File: src/rtl/ptp_fine_pkg.sv
package ptp_fine_pkg;
   typedef enum logic [2:0] {
      SEL_ADDEND = 3'd0,
      SEL_USEC   = 3'd1,
      SEL_USUB   = 3'd2,
      SEL_TSEC   = 3'd3,
      SEL_TSUB   = 3'd4
   } reg_sel_e;

   typedef enum logic [1:0] {
      OP_HOLD = 2'd0,
      OP_TICK = 2'd1,
      OP_ADJ  = 2'd2,
      OP_LOAD = 2'd3
   } time_op_e;
endpackage

File: src/rtl/ptp_fine_regs.sv
module ptp_fine_regs
   import ptp_fine_pkg::*;
#(
   parameter int DATA_W = 32,
   parameter int ACC_W  = 32,
   parameter int SEC_W  = 32,
   parameter int SUB_W  = 31
) (
   input  logic              clk,
   input  logic              rst_n,
   input  logic              wr_en,
   input  logic [2:0]        wr_sel,
   input  logic [DATA_W-1:0] wr_data,
   output logic [ACC_W-1:0]  addend_q,
   output logic [SEC_W-1:0]  usec_q,
   output logic [SUB_W-1:0]  usub_q,
   output logic              uneg_q,
   output logic [SEC_W-1:0]  tsec_q,
   output logic [SUB_W-1:0]  tsub_q
);
   localparam int SIGN_BIT = DATA_W - 1;

   always_ff @(posedge clk or negedge rst_n) begin
      if (!rst_n) begin
         addend_q <= '0;
         usec_q   <= '0;
         usub_q   <= '0;
         uneg_q   <= 1'b0;
         tsec_q   <= '0;
         tsub_q   <= '0;
      end else if (wr_en) begin
         case (wr_sel)
            SEL_ADDEND: addend_q <= wr_data[ACC_W-1:0];
            SEL_USEC:   usec_q   <= wr_data[SEC_W-1:0];
            SEL_USUB: begin
               usub_q <= wr_data[SUB_W-1:0];
               uneg_q <= wr_data[SIGN_BIT];
            end
            SEL_TSEC:   tsec_q   <= wr_data[SEC_W-1:0];
            SEL_TSUB:   tsub_q   <= wr_data[SUB_W-1:0];
            default: ;
         endcase
      end
   end
endmodule

File: src/rtl/ptp_fine_acc.sv
module ptp_fine_acc #(
   parameter int ACC_W = 32
) (
   input  logic             clk,
   input  logic             rst_n,
   input  logic [ACC_W-1:0] addend,
   output logic             carry_o
);
   logic [ACC_W-1:0] acc_q;
   logic [ACC_W:0]   sum;

   assign sum     = {1'b0, acc_q} + {1'b0, addend};
   assign carry_o = sum[ACC_W];

   always_ff @(posedge clk or negedge rst_n) begin
      if (!rst_n) acc_q <= '0;
      else        acc_q <= sum[ACC_W-1:0];
   end
endmodule

File: src/rtl/ptp_fine_time.sv
module ptp_fine_time
   import ptp_fine_pkg::*;
#(
   parameter int SEC_W = 32,
   parameter int SUB_W = 31
) (
   input  logic             clk,
   input  logic             rst_n,
   input  logic             tick,
   input  logic             load,
   input  logic             adj,
   input  logic             neg,
   input  logic [SEC_W-1:0] off_sec,
   input  logic [SUB_W-1:0] off_sub,
   output logic [SEC_W-1:0] sec_q,
   output logic [SUB_W-1:0] sub_q
);
   localparam logic [SUB_W-1:0] SUB_MAX = '1;
   localparam logic [SEC_W-1:0] SEC_ONE = SEC_W'(1);

   time_op_e         op;
   logic [SUB_W:0]   sub_sum;
   logic [SUB_W:0]   sub_dif;
   logic [SEC_W-1:0] sec_nx;
   logic [SUB_W-1:0] sub_nx;

   assign sub_sum = {1'b0, sub_q} + {1'b0, off_sub};
   assign sub_dif = {1'b0, sub_q} - {1'b0, off_sub};

   always_comb begin
      if (load)      op = OP_LOAD;
      else if (adj)  op = OP_ADJ;
      else if (tick) op = OP_TICK;
      else           op = OP_HOLD;
   end

   always_comb begin
      sec_nx = sec_q;
      sub_nx = sub_q;
      case (op)
         OP_LOAD: begin
            sec_nx = off_sec;
            sub_nx = off_sub;
         end
         OP_ADJ: begin
            if (neg) begin
               sub_nx = sub_dif[SUB_W-1:0];
               sec_nx = sec_q - off_sec - SEC_W'(sub_dif[SUB_W]);
            end else begin
               sub_nx = sub_sum[SUB_W-1:0];
               sec_nx = sec_q + off_sec + SEC_W'(sub_sum[SUB_W]);
            end
         end
         OP_TICK: begin
            if (sub_q == SUB_MAX) begin
               sub_nx = '0;
               sec_nx = sec_q + SEC_ONE;
            end else begin
               sub_nx = sub_q + SUB_W'(1);
            end
         end
         default: ;
      endcase
   end

   always_ff @(posedge clk or negedge rst_n) begin
      if (!rst_n) begin
         sec_q <= '0;
         sub_q <= '0;
      end else begin
         sec_q <= sec_nx;
         sub_q <= sub_nx;
      end
   end
endmodule

File: src/rtl/ptp_fine_cmp.sv
module ptp_fine_cmp #(
   parameter int SEC_W = 32,
   parameter int SUB_W = 31
) (
   input  logic             clk,
   input  logic             rst_n,
   input  logic [SEC_W-1:0] sec,
   input  logic [SUB_W-1:0] sub,
   input  logic [SEC_W-1:0] tsec,
   input  logic [SUB_W-1:0] tsub,
   input  logic             clr,
   output logic             flag_q
);
   logic hit;

   assign hit = (sec > tsec) || ((sec == tsec) && (sub >= tsub));

   always_ff @(posedge clk or negedge rst_n) begin
      if (!rst_n)   flag_q <= 1'b0;
      else if (clr) flag_q <= 1'b0;
      else if (hit) flag_q <= 1'b1;
   end
endmodule

File: src/rtl/ptp_fine_clock.sv
module ptp_fine_clock #(
   parameter int DATA_W = 32,
   parameter int ACC_W  = 32,
   parameter int SEC_W  = 32,
   parameter int SUB_W  = 31
) (
   input  logic              clk,
   input  logic              rst_n,
   input  logic              wr_en_i,
   input  logic [2:0]        wr_sel_i,
   input  logic [DATA_W-1:0] wr_data_i,
   input  logic              init_i,
   input  logic              adj_i,
   input  logic              flag_clr_i,
   output logic              tick_o,
   output logic [SEC_W-1:0]  sec_o,
   output logic [SUB_W-1:0]  sub_o,
   output logic              reached_o
);
   generate
      if (ACC_W > DATA_W || SEC_W > DATA_W || SUB_W >= DATA_W)
         $error("ptp_fine_clock: a field is wider than the data port allows");
      if (ACC_W < 2 || SUB_W < 2 || SEC_W < 2)
         $error("ptp_fine_clock: widths must be at least 2");
   endgenerate

   logic [ACC_W-1:0] addend_q;
   logic [SEC_W-1:0] usec_q;
   logic [SUB_W-1:0] usub_q;
   logic             uneg_q;
   logic [SEC_W-1:0] tsec_q;
   logic [SUB_W-1:0] tsub_q;

   ptp_fine_regs #(.DATA_W(DATA_W), .ACC_W(ACC_W), .SEC_W(SEC_W), .SUB_W(SUB_W)) u_regs (
      .clk(clk), .rst_n(rst_n), .wr_en(wr_en_i), .wr_sel(wr_sel_i), .wr_data(wr_data_i),
      .addend_q(addend_q), .usec_q(usec_q), .usub_q(usub_q), .uneg_q(uneg_q),
      .tsec_q(tsec_q), .tsub_q(tsub_q)
   );

   ptp_fine_acc #(.ACC_W(ACC_W)) u_acc (
      .clk(clk), .rst_n(rst_n), .addend(addend_q), .carry_o(tick_o)
   );

   ptp_fine_time #(.SEC_W(SEC_W), .SUB_W(SUB_W)) u_time (
      .clk(clk), .rst_n(rst_n), .tick(tick_o), .load(init_i), .adj(adj_i), .neg(uneg_q),
      .off_sec(usec_q), .off_sub(usub_q), .sec_q(sec_o), .sub_q(sub_o)
   );

   ptp_fine_cmp #(.SEC_W(SEC_W), .SUB_W(SUB_W)) u_cmp (
      .clk(clk), .rst_n(rst_n), .sec(sec_o), .sub(sub_o), .tsec(tsec_q), .tsub(tsub_q),
      .clr(flag_clr_i), .flag_q(reached_o)
   );
endmodule

File: config.mk
export PLATFORM = sky130hd
export DESIGN_NAME = ptp_fine_clock
export DESIGN_NICKNAME = d
export VERILOG_FILES = /design/src/rtl/ptp_fine_pkg.sv /design/src/rtl/ptp_fine_regs.sv /design/src/rtl/ptp_fine_acc.sv /design/src/rtl/ptp_fine_time.sv /design/src/rtl/ptp_fine_cmp.sv /design/src/rtl/ptp_fine_clock.sv
export SDC_FILE = /design/constraint.sdc
export NUM_CORES = 1
export LEC_CHECK = 0
export BUFFER_PORTS_ARGS = -buffer_cell sky130_fd_sc_hd__buf_2
export CORE_ASPECT_RATIO = 0.8
export CORE_MARGIN = 10
export CORE_UTILIZATION = 62
export DETAILED_ROUTE_END_ITERATION = 8
export GPL_TIMING_DRIVEN = 0
export PLACE_DENSITY_LB_ADDON = 0.3
export SETUP_SLACK_MARGIN = 0.4
export SLEW_MARGIN = 20
export SYNTH_ARGS = -nofsm -noshare
export SYNTH_HDL_FRONTEND = slang
export SYNTH_SLANG_ARGS = --single-unit
File: constraint.sdc
create_clock -name clk -period 7.7 [get_ports clk]
set_input_delay 0.77 -clock clk [delete_from_list [all_inputs] [get_ports clk]]
set_output_delay 0.77 -clock clk [all_outputs]
set_load 0.01 [all_outputs]
; Word level (Yosys, flattened, before mapping)
; Cells that the tools add are included.
; Widths: inputs -> output; s select.
[classes]
addsub = 9
order_cmp = 2
eq_ne = 10
mux = 11
reduce_logical = 11
[ops]
columns = operator, count
row1 = $pmux 32 s3, 1
row2 = $pmux 31 s3, 1
row3 = $mux 32, 2
row4 = $mux 31, 2
row5 = $add 32x32->33, 1
row6 = $add 31x31->32, 1
row7 = $add 32x1->32, 1
row8 = $add 32x1->32 const B, 1
row9 = $add 32x32->32, 1
row10 = $eq 32x32->1, 1
row11 = $gt 32x32->1, 1
row12 = $sub 31x31->32, 1
row13 = $sub 32x1->32, 1
row14 = $sub 32x32->32, 1
row15 = $add 31x1->31 const B, 1
row16 = $eq 31x31->1 const B, 1
row17 = $ge 31x31->1, 1
row18 = $reduce_and 2->1, 6
row19 = $eq 3x2->1 const B, 2
row20 = $eq 2x2->1 const B, 2
row21 = $mux 2, 2
row22 = $eq 3x1->1 const B, 1
row23 = $eq 3x3->1 const B, 1
row24 = $logic_not 3->1, 1
row25 = other kinds (7), 9
[word_totals]
ff_bits = 255
input_bits = 41
out_inout_bits = 65

; Depth between registers and ports, before layout
[depth]
ltp_word = 7
ltp_mapped = 28

; Modules after synthesis
; A second synthesis with hierarchy kept.
[unflattened]
cells_unflattened = 2531
area_unflattened_um2 = 22206.3
[by_module_without_submodules]
columns = mod, n_inst, cells_each, area_per_inst_um2, seq_area_each_um2
row1 = ptp_fine_time, 1, 1706, 12102.9, 1576.5
row2 = ptp_fine_regs, 1, 340, 5994.5, 3978.8
row3 = ptp_fine_acc, 1, 265, 2481.1, 800.8
row4 = ptp_fine_cmp, 1, 220, 1627.8, 25.0

; Worst setup path after synthesis
; OpenSTA, ideal clock, no wires.
[synth_path]
kind = register -> register
start = reg u_time.sub_q[4]
end = reg u_time.sec_q[24]
setup_ns = 0.118
arrival_ns = 5.826
required_time_ns = 7.582
slack_ns = 1.756
path_stages_with_launch = 27
path_cell_list = dfrtp_1 ha_1 buf_4 and3_1 a211oi_1 o21ai_0 a21oi_1 o21ai_0 a21boi_0 nor2_1 o311ai_0 a31oi_1 fa_1 inv_1 ha_1 or2_2 fa_1 nand2b_1 a21oi_1 nor4_1 or2_2 o41ai_1 o2111ai_1 a41oi_1 xor2_1 nand2_1 a21o_1
[synth_via]
elab_chain_len = 4
elab_cells_between_ends = 9
cone_classes = add/sub (4) / eq/ne (2) / mux (2) / reduce/logical (1)
[synth_lines]
columns = element, line
row1 = start: declaration, ptp_fine_time.sv:16  ; output logic [SUB_W-1:0] sub_q
row2 = start signal: assignment, ptp_fine_time.sv:72  ; sub_q <= sub_nx;
row3 = $add 31x31->32 or $sub 31x31->32 (tied branches), "ptp_fine_time.sv:27, ptp_fine_time.sv:28"
row4 = $add 32x1->32 or $sub 32x1->32 (tied branches), "ptp_fine_time.sv:51, ptp_fine_time.sv:48"
row5 = $mux 32, ptp_fine_time.sv:46  ; if (neg) begin
row6 = $pmux 32 s3, ptp_fine_time.sv:40  ; case (op)
row7 = end signal: assignment, ptp_fine_time.sv:71  ; sec_q <= sec_nx;
row8 = end: declaration, ptp_fine_time.sv:15  ; output logic [SEC_W-1:0] sec_q,
; Several ways; a longest one is shown, not always the timed one.
; A chain may end at the register's enable or synchronous reset.

; Worst setup path after layout
[layout_path]
start = reg u_time.sub_q[3]
end = reg u_time.sec_q[24]
; The elaborated chain is that of the path after synthesis.

==> results.md <==
- Clock share of power: 13.0%
- Final Hold Fails: 0
- Adder-Cell Fraction of Synth Area: 15.22%
- Die Height: 186.2 um
- Clock transition at path regs: around 70 ps
- Psw: roughly 5.6 mW
- Setup violators final: 0
- RePlAce Congestion: 1.023
- Dpl ws: -33.91 ps
- FF+latch count, synth: 255
- Top delay family on crit path: compound AO/OA/AOI/OAI gates
- IO buf count: about 100
- Fraction of layout cells with a size suffix above 1: between 10% and 20%
- Met3 Resource Use GR: a little under an eighth
- Final ANT Viol Nets: 0
- Initial antenna violation count: 2
- Worst Path Buf+Inv: 1
- Drt wl/cell: around 26 um
- Syn_nets: 2820
- Layout area overhead: 10.33%
- Storage cell area: roughly 0.0064 mm^2
- Max Transition Viols Final: 0
- Mean Syn Cell Area: about 8.5 um^2
- Setup CP Type: flop to flop
- # IOs: between 100 and 150
- Maximum Capacitance Violations: 0
- CTS Buffer Depth: 3
- Synth Cell Area: around 0.021 mm^2
- Grt met2 use: between 50% and 60%
- Post-layout minimum cycle time: about 7100 ps
- Final Cycle Share: just over 90%
- YS warnings: 0
- F_max: around 0.14 GHz
- TritonCTS clock tree: yes
- Skew-Pair Late Insertion Delay: about 560 ps
- Htree depth: 1
- Vias in the first global route: roughly 20000
- Pint: 5.388 mW
- Leak pwr: about 11 nW
- Starting Density: between 60 and 70%
- Placed Cells: between 3000 and 4000
- Number of distinct library cells after synthesis: 83
- R2R depth: 25
- Yosys top cell area share: a little under 30%
- DP Wirelength: 61740 um
- M1 GR Usage: 51.16%
- Xor-xnor portion of the synthesized cell area: roughly 5.6%
- Comb pwr share: between 60% and 70%
- Top post-synthesis cells by count: dfrtp_1, ha_1, inv_1
- Fin Hold WS: ~140 ps
- Slowest cell on crit path: dfrtp_1
- Post-layout util: between 60% and 70%
- Skew final: roughly 19 ps
- Nets: about 3000
- Detailed-route via count: between 20000 and 25000
- Worst path depth: 25
- CTS Root Cell: clkbuf_16
- Core Region: around 0.034 mm^2
- Rows: 60
- Post-Layout Cell Count: roughly 3100
- Startpoint Class: flop
- Residual DRC: 0
- Main combinational cell family by area after synthesis: compound AO/OA/AOI/OAI gates
- Pin slew with the least headroom to its limit: ~1300 ps
- CTS sink count: between 200 and 300
- Rel. slew slack: 15.06%
- Synth Area in Simple Gates: 14.57%
- Slack of the critical path: around 600 ps
- Worst hold path class: input pin to asynchronous set/reset pin
- CP Max Fanout: 8
- Multi-input gate area in the final layout: 0.01376 mm^2
- CP arrival: roughly 7500 ps
- Sw frac: about half
- Via-to-Cell Ratio: roughly 6.8
- CP peak stage delay: about 520 ps
- Ys flop type: dfrtp_1
- Outcome: finished, final reports clean
- Most crowded layer after global routing: met2
- Async SR Flop Fraction: between 90% and 100%
- Mux share of post-synthesis cell area: between 5 and 6%
- Ant diodes: 0
- Main area contributors after synthesis: dfrtp_1, ha_1, mux2_2
- First drt pass iteration count: 8
- # hold bufs at CTS: 0
- Die area: 0.04239 mm^2
- Compound-Gate Fraction of Synth Area: approximately 23%
- Sequential area share after synthesis: slightly below 30%
- First-pass GRT wire length: roughly 120000 um
- Largest net degree at the start of global routing: between 70 and 80
- Post-Route WL: 80700 um
- Drt initial violations: 3190
- GRT Residual Overflow: 0
- Setup TNS: 0 ps
- Filler cells: between 2000 and 3000
- Post-Syn Instances: between 2000 and 3000
- DIE WIDTH: approximately 230 um
- Peak VDD IR: about 280 uV
- Power density cells: ~460 mW/mm^2
- Clock buffer count from CTS: 28
- CP Data Required Time: 8140 ps
- Leading area contributor after synthesis: dfrtp_1
- GRT Util Overall: between 30% and 40%
- Worst setup EP type: flop
- RSZ-0062 raised after global routing: true
- Reg power frac: ~22%
- Top-count cell post-synth: dfrtp_1
- Number of synthesized flops with an enable pin: 0
## logic make-up after synthesis
group / Yosys count
flops: 255
buf+inv: 342
fa+ha+maj: 256
xor+xnor: 138
simple gates: 666
mux: 107
compound gates: 759
## cell type report
type	count	share of cell area, %
buffer	95	1.579
clock buffer	40	3.503
clock inverter	9	0.5565
inverter	247	3.927
multi-input combinational	1926	58.28
sequential	255	27.04
tap	465	2.464
timing repair buffer	108	2.650
## power groups by stage
stage	combinational, mW	sequential (mW)	clock [mW]
floorplan	4.91	2.23	0
global placement	6.59	2.37	0
detailed placement	6.77	2.39	0
CTS	6.86	2.37	1.42
global route	7.75	2.45	1.48
finish	7.13	2.42	1.43
## sequential cells by signal, indices dropped and copies added (netlist names)
register and cells:
u_regs.tsub_q 31, u_regs.uneg_q 1, u_regs.tsec_q 32, u_regs.usec_q 32
u_regs.addend_q 32, u_cmp.flag_q 1, u_time.sub_q 31, u_acc.acc_q 32
u_regs.usub_q 31, u_time.sec_q 32
## layer usage
metal  share of wire, %  vias up  wire, um
met1                 41    10225     32800
li1                   -     9330         -
met3                 15      202     12430
met5                  0        -         0
met4                3.8        0      3096
met2                 40     1566     32370
## metrics by stage
stage	cell area (um^2)	total power, mW
finish	23610	10.98
CTS	23560	10.66
global route	23610	11.68
detailed placement	22580	9.165
global placement	22490	8.957
floorplan	21400	7.137
## what timing repair did
item | CTS | global route
resized for setup | 5 | 7
setup endpoints to repair | 7 | 8
hold endpoints to repair | 0 | 0
setup buffers | 0 | 3
pin swaps | 0 | 1
## worst paths after layout
kind | from | end | slack, ps
worst max-delay path | u_time.sub_q[3] | u_time.sec_q[24] | 600
worst min-delay path | rst_n | u_regs.addend_q[26] | 140
worst max register to register | u_time.sub_q[3] | u_time.sec_q[24] | 600
worst min register to register | u_acc.acc_q[0] | u_acc.acc_q[0] | 500
max in group asynchronous | rst_n | u_time.sub_q[8] | 6440
min in group clk | flag_clr_i | u_cmp.flag_q | 470
## layout by cell type (no fill, tap or decap), types with 69 or more instances in the layout
cell and count:
a21o_1 69, a21oi_1 193, buf_2 107, clkbuf_1 83, dfrtp_1 253, ha_1 249, inv_1 246, mux2_2 97
nand2_1 213, nor2_1 170, o21ai_0 188, xnor2_1 102
(Power assumes the default switching activity.)
